<file path="src/rtl/dma_steal_pkg.sv">
package dma_steal_pkg;
    localparam int SEL_W = 2;

    typedef enum logic [SEL_W-1:0] {
        SEL_CMD  = 2'd0,
        SEL_ADDR = 2'd1,
        SEL_CNT  = 2'd2,
        SEL_STAT = 2'd3
    } reg_sel_e;

    localparam int ST_READY = 0;
    localparam int ST_BUSY  = 1;
    localparam int ST_IRQ   = 2;
    localparam int ST_ERR   = 3;
    localparam int CMD_GO   = 0;
endpackage

</file>
<file path="src/rtl/dma_xfer_ctrl.sv">
module dma_xfer_ctrl #(
    parameter int ADDR_W = 16,
    parameter int CNT_W  = 12
) (
    input  logic              clk,
    input  logic              rst_n,
    input  logic              ld_addr,
    input  logic              ld_cnt,
    input  logic [ADDR_W-1:0] addr_in,
    input  logic [CNT_W-1:0]  cnt_in,
    input  logic              go,
    input  logic              clr_irq,
    input  logic              clr_err,
    input  logic              dev_valid,
    input  logic              mem_gnt,
    output logic              mem_req,
    output logic [ADDR_W-1:0] addr,
    output logic [CNT_W-1:0]  cnt,
    output logic              busy,
    output logic              irq,
    output logic              err
);
    localparam logic [CNT_W-1:0] CNT_ONE = CNT_W'(1);

    typedef struct packed {
        logic [ADDR_W-1:0] addr;
        logic [CNT_W-1:0]  cnt;
        logic              busy;
        logic              cool;
        logic              irq;
        logic              err;
    } st_t;

    st_t st_d, st_q;
    logic req_c, take_c;

    always_comb begin
        st_d   = st_q;
        req_c  = st_q.busy && !st_q.cool && dev_valid;
        take_c = req_c && mem_gnt;
        st_d.cool = take_c;

        if (!st_q.busy) begin
            if (ld_addr) st_d.addr = addr_in;
            if (ld_cnt)  st_d.cnt  = cnt_in;
        end

        if (clr_irq) st_d.irq = 1'b0;
        if (clr_err) st_d.err = 1'b0;

        if (go) begin
            if (st_q.busy)            st_d.err  = 1'b1;
            else if (st_q.cnt == '0)  st_d.irq  = 1'b1;
            else                      st_d.busy = 1'b1;
        end

        if (take_c) begin
            st_d.addr = st_q.addr + 1'b1;
            st_d.cnt  = st_q.cnt - 1'b1;
            if (st_q.cnt == CNT_ONE) begin
                st_d.busy = 1'b0;
                st_d.irq  = 1'b1;
            end
        end
    end

    always_ff @(posedge clk) begin
        if (!rst_n) st_q <= '0;
        else        st_q <= st_d;
    end

    assign mem_req = req_c;
    assign addr    = st_q.addr;
    assign cnt     = st_q.cnt;
    assign busy    = st_q.busy;
    assign irq     = st_q.irq;
    assign err     = st_q.err;
endmodule

</file>
<file path="src/rtl/dma_reg_rdmux.sv">
module dma_reg_rdmux
    import dma_steal_pkg::*;
#(
    parameter int DATA_W = 32,
    parameter int ADDR_W = 16,
    parameter int CNT_W  = 12
) (
    input  logic [SEL_W-1:0]  sel,
    input  logic [ADDR_W-1:0] addr,
    input  logic [CNT_W-1:0]  cnt,
    input  logic              busy,
    input  logic              irq,
    input  logic              err,
    output logic [DATA_W-1:0] rdata
);
    always_comb begin
        rdata = '0;
        unique case (reg_sel_e'(sel))
            SEL_CMD:  rdata = '0;
            SEL_ADDR: rdata = DATA_W'(addr);
            SEL_CNT:  rdata = DATA_W'(cnt);
            SEL_STAT: begin
                rdata[ST_READY] = !busy;
                rdata[ST_BUSY]  = busy;
                rdata[ST_IRQ]   = irq;
                rdata[ST_ERR]   = err;
            end
            default:  rdata = '0;
        endcase
    end
endmodule

</file>
<file path="src/rtl/dma_steal_engine.sv">
module dma_steal_engine
    import dma_steal_pkg::*;
#(
    parameter int DATA_W = 32,
    parameter int ADDR_W = 16,
    parameter int CNT_W  = 12
) (
    input  logic              clk,
    input  logic              rst_n,
    input  logic              reg_wr,
    input  logic [1:0]        reg_sel,
    input  logic [DATA_W-1:0] reg_wdata,
    output logic [DATA_W-1:0] reg_rdata,
    input  logic              dev_valid,
    input  logic [DATA_W-1:0] dev_data,
    output logic              dev_ready,
    output logic              mem_req,
    input  logic              mem_gnt,
    output logic [ADDR_W-1:0] mem_addr,
    output logic [DATA_W-1:0] mem_wdata,
    output logic              irq
);
    logic              go_w, ld_addr_w, ld_cnt_w, clr_irq_w, clr_err_w;
    logic              busy_w, irq_w, err_w;
    logic [ADDR_W-1:0] addr_w;
    logic [CNT_W-1:0]  cnt_w;

    assign go_w      = reg_wr && (reg_sel_e'(reg_sel) == SEL_CMD)  && reg_wdata[CMD_GO];
    assign ld_addr_w = reg_wr && (reg_sel_e'(reg_sel) == SEL_ADDR);
    assign ld_cnt_w  = reg_wr && (reg_sel_e'(reg_sel) == SEL_CNT);
    assign clr_irq_w = reg_wr && (reg_sel_e'(reg_sel) == SEL_STAT) && reg_wdata[ST_IRQ];
    assign clr_err_w = reg_wr && (reg_sel_e'(reg_sel) == SEL_STAT) && reg_wdata[ST_ERR];

    dma_xfer_ctrl #(.ADDR_W(ADDR_W), .CNT_W(CNT_W)) u_ctrl (
        .clk       (clk),
        .rst_n     (rst_n),
        .ld_addr   (ld_addr_w),
        .ld_cnt    (ld_cnt_w),
        .addr_in   (reg_wdata[ADDR_W-1:0]),
        .cnt_in    (reg_wdata[CNT_W-1:0]),
        .go        (go_w),
        .clr_irq   (clr_irq_w),
        .clr_err   (clr_err_w),
        .dev_valid (dev_valid),
        .mem_gnt   (mem_gnt),
        .mem_req   (mem_req),
        .addr      (addr_w),
        .cnt       (cnt_w),
        .busy      (busy_w),
        .irq       (irq_w),
        .err       (err_w)
    );

    dma_reg_rdmux #(.DATA_W(DATA_W), .ADDR_W(ADDR_W), .CNT_W(CNT_W)) u_rd (
        .sel   (reg_sel),
        .addr  (addr_w),
        .cnt   (cnt_w),
        .busy  (busy_w),
        .irq   (irq_w),
        .err   (err_w),
        .rdata (reg_rdata)
    );

    assign dev_ready = mem_req && mem_gnt;
    assign mem_addr  = addr_w;
    assign mem_wdata = dev_data;
    assign irq       = irq_w;
endmodule

</file>
<file path="config.mk">
export PLATFORM = sky130hd
export DESIGN_NAME = dma_steal_engine
export DESIGN_NICKNAME = d
export VERILOG_FILES = /design/src/rtl/dma_steal_pkg.sv /design/src/rtl/dma_xfer_ctrl.sv /design/src/rtl/dma_reg_rdmux.sv /design/src/rtl/dma_steal_engine.sv
export SDC_FILE = /design/constraint.sdc
export NUM_CORES = 1
export LEC_CHECK = 0
export ABC_AREA = 0
export BUFFER_PORTS_ARGS = -buffer_cell sky130_fd_sc_hd__buf_2
export CAP_MARGIN = 15
export CORE_MARGIN = 8
export CORE_UTILIZATION = 30
export DETAILED_ROUTE_END_ITERATION = 6
export GPL_TIMING_DRIVEN = 0
export SKIP_CTS_REPAIR_TIMING = 1
export SYNTH_ARGS = -nofsm -noshare
export SYNTH_HDL_FRONTEND = slang
export SYNTH_SLANG_ARGS = --single-unit
</file>
<file path="constraint.sdc">
create_clock -name clk -period 2.05 [get_ports clk]
set_input_delay 0.3075 -clock clk [delete_from_list [all_inputs] [get_ports clk]]
set_output_delay 0.3075 -clock clk [all_outputs]
set_load 0.05 [all_outputs]
</file>
==> results.md <==
- **outcome** finished, final reports clean
- **Leak** 1.57 nW
- **top_reg_cell synth** sky130_fd_sc_hd__dfxtp_1
- **maximum count of clock buffers along a single path** 2
- **Seq. cell area** 641 um^2
- **Max rail drop VDD** 0.209 mV
- **highest net fanout along the worst path** 10
- **sequential area share after synthesis** 24.7%
- **number of global-route vias before repair** 2,791
- **die extent in x** 109 um
- **kind of capture point of the worst setup path** output port
- **number of filler instances in the final layout** 917
- **Final Non-Filler Cells** 558
- **routed via count** 2,856
- **GRT Util Overall** 15.2%
- **Cell Rows** 34
- **area of combinational cells with multiple inputs** 1430 um^2
- **total placed cells including tap cells** 552
- **Avg WL per Cell** 16.6 um
- **wire length of the first global-routing pass** 14.2 mm
- **power per cell area** 526 nW/um^2
- **Setup crit start kind** primary input
- **combined area of all synthesized cells** 2590 um^2
- **number of antenna cells inserted** 0
- **most frequent standard cell in the layout excluding fill and tap cells** sky130_fd_sc_hd__buf_2
- **unrepaired setup endpoints after global routing** no
- **root buffer selected by CTS** sky130_fd_sc_hd__clkbuf_8
- **number of antenna violations at the first check in global routing** 0
- **relative area change from synthesis to final layout** 29.0%
- **final weighted congestion in routability-driven placement** 0.907
- **clock tree skew after final layout** 0.00720 ns
- **# Max-Cap Violations** 0
- **TritonCTS clock tree** built
- **gr ovfl total** 0
- **arrival time of the worst setup path** 1.69 ns
- **number of synthesized register bits** 32
- **total iterations of the first detailed-routing run** 7
- **start-to-end type of the worst setup path** in -> out
- **share of layout cells above drive strength 1** 39.6%
- **ANT nets after route** 0
- **Post-synth EDFFs** 0
- **worst min path class** in -> reg
- **Max Transition Viols Final** 0
- **DR DRC count** 0
- **TritonCTS Buffers** 5
- **Highest Clock Rate** 502 MHz
- **top-area cell type share of the netlist area** 24.7%
- **pin count of the biggest net entering global routing** 11
- **vias per cell** 5.12
- **Core Footprint** 8550 um^2
- **number of cells produced by synthesis** 341
- **detailed placement HPWL** 7.27 mm
- **headroom to the max-slew limit** 58.7%
- **share of synthesized flip-flops with an asynchronous set or reset** 0%
- **commonest cells after routing, fill and taps aside** sky130_fd_sc_hd__buf_2, sky130_fd_sc_hd__buf_4, sky130_fd_sc_hd__dfxtp_1
- **final count of negative-setup-slack endpoints** 0
- **dominant cells by area after synthesis** sky130_fd_sc_hd__dfxtp_1, sky130_fd_sc_hd__buf_4, sky130_fd_sc_hd__a22oi_1
- **post-route clock period utilization** 97.2%
- **minimum period implied by the final worst setup slack** 1.99 ns
- **Hold Violations, Final** 0
- **Clock Sinks** 32
- **number of DRC violations after detailed-routing iteration 0** 340
- **Initial Utilization** 30.3%
- **die outline height** 109 um
- **count of distinct cell types in the synthesized netlist** 48
- **Total Wirelength** 9.25 mm
- **number of levels in the clock H-tree** 2
- **Net count, final** 530
- **port bufs** 88
- **post-layout utilization of the core** 39.1%
- **Skew-Pair Late Insertion Delay** 0.29 ns
- **count of synthesis-stage warnings from yosys** 0
- **# IOs** 154
- **die area** 11,900 um^2
- **average cell area after synthesis** 7.60 um^2
- **clock-pin transition on the worst setup and hold timing paths** 0.07 ns
- **transition time at the pin with the least slew margin** 0.619 ns
- **endpoint required time on the critical path** 1.74 ns
- **Yosys top cell by area** sky130_fd_sc_hd__dfxtp_1
## Yosys cell counts, drive strengths merged, types with 7 or more instances
master  number
a21oi       19
a22oi       17
a31oi        8
and3         7
buf         66
clkbuf      17
dfxtp       32
ha           9
inv         13
nand2       25
nand3       10
nand4        7
nor2        23
nor2b        8
nor3         8
nor4         7
o21ai       11
## worst paths after layout
path	from	end	slack [ns]	depth (start not counted)
worst min register to register	u_ctrl.err$_SDFF_PN0_	u_ctrl.err$_SDFF_PN0_	0.48	2
worst max-delay path	reg_sel[0]	reg_rdata[2]	0.06	7
worst max register to register	u_ctrl.cnt[2]$_SDFFE_PN0P_	u_ctrl.cnt[9]$_SDFFE_PN0P_	0.19	4
worst min-delay path	reg_wdata[15]	u_ctrl.addr[15]$_SDFFE_PN0P_	0.26	3
## cell families after synthesis
family / share of synthesized area, %
AO/OA/AOI/OAI: 21.6
AND/OR/NAND/NOR: 24.7
buffers and inverters: 23.2
flip-flops: 24.7
multiplexers: 1.21
adder cells (fa/ha/maj): 4.35
other: 0.145
## per-layer routing
metal	track usage (%)	part of all wire, %	vias up
met1	17.3	38	1298
met4	8.41	3.3	0
met3	3.55	10	29
met2	25.8	49	156
li1	-	-	1373
met5	0	0	-
## cell type report
class	count	area share (%)
multi-input combinational	228	42.8
sequential	32	19.2
buffer	82	16.9
timing repair buffer	88	13.3
tap	108	4.04
clock buffer	6	2.17
inverter	13	1.54
clock inverter	1	0.150
## power by group
| part | switching [mW] | internal (mW) |
|---|---|---|
| Sequential | 0.0347 | 0.644 |
| Clock | 0.245 | 0.231 |
| Combinational | 0.412 | 0.188 |
| Total | 0.692 | 1.06 |
## critical path: stages
cell and delay, ns:
sky130_fd_sc_hd__buf_2 0.11, sky130_fd_sc_hd__inv_1 0.07, sky130_fd_sc_hd__ha_1 0.28, sky130_fd_sc_hd__buf_2 0.22, sky130_fd_sc_hd__a222oi_1 0.43, sky130_fd_sc_hd__nor2_2 0.05, sky130_fd_sc_hd__buf_2 0.22
## metrics by stage
stage	hold slack (ns)	TNS [ns]	power (mW)	cell area, um^2	worst slack, ns
2_1_floorplan	0.436	0	1.15	2660	0.0555
3_3_place_gp	0.450	-7.86	1.28	3240	-0.358
3_5_place_dp	0.453	-7.76	1.29	3240	-0.377
4_1_cts	0.260	-4.58	1.76	3310	-0.508
5_1_grt	0.275	0	1.82	3340	0.0147
6_report	0.257	0	1.76	3340	0.0574
## flip-flops by register name, indices dropped and copies added, names as in the netlist
name and flops:
u_ctrl.cnt 12, u_ctrl.irq 1, u_ctrl.addr 16, u_ctrl.busy 1, u_ctrl.st_q 1, u_ctrl.err 1
No activity file was read; power rests on OpenSTA's default activity.
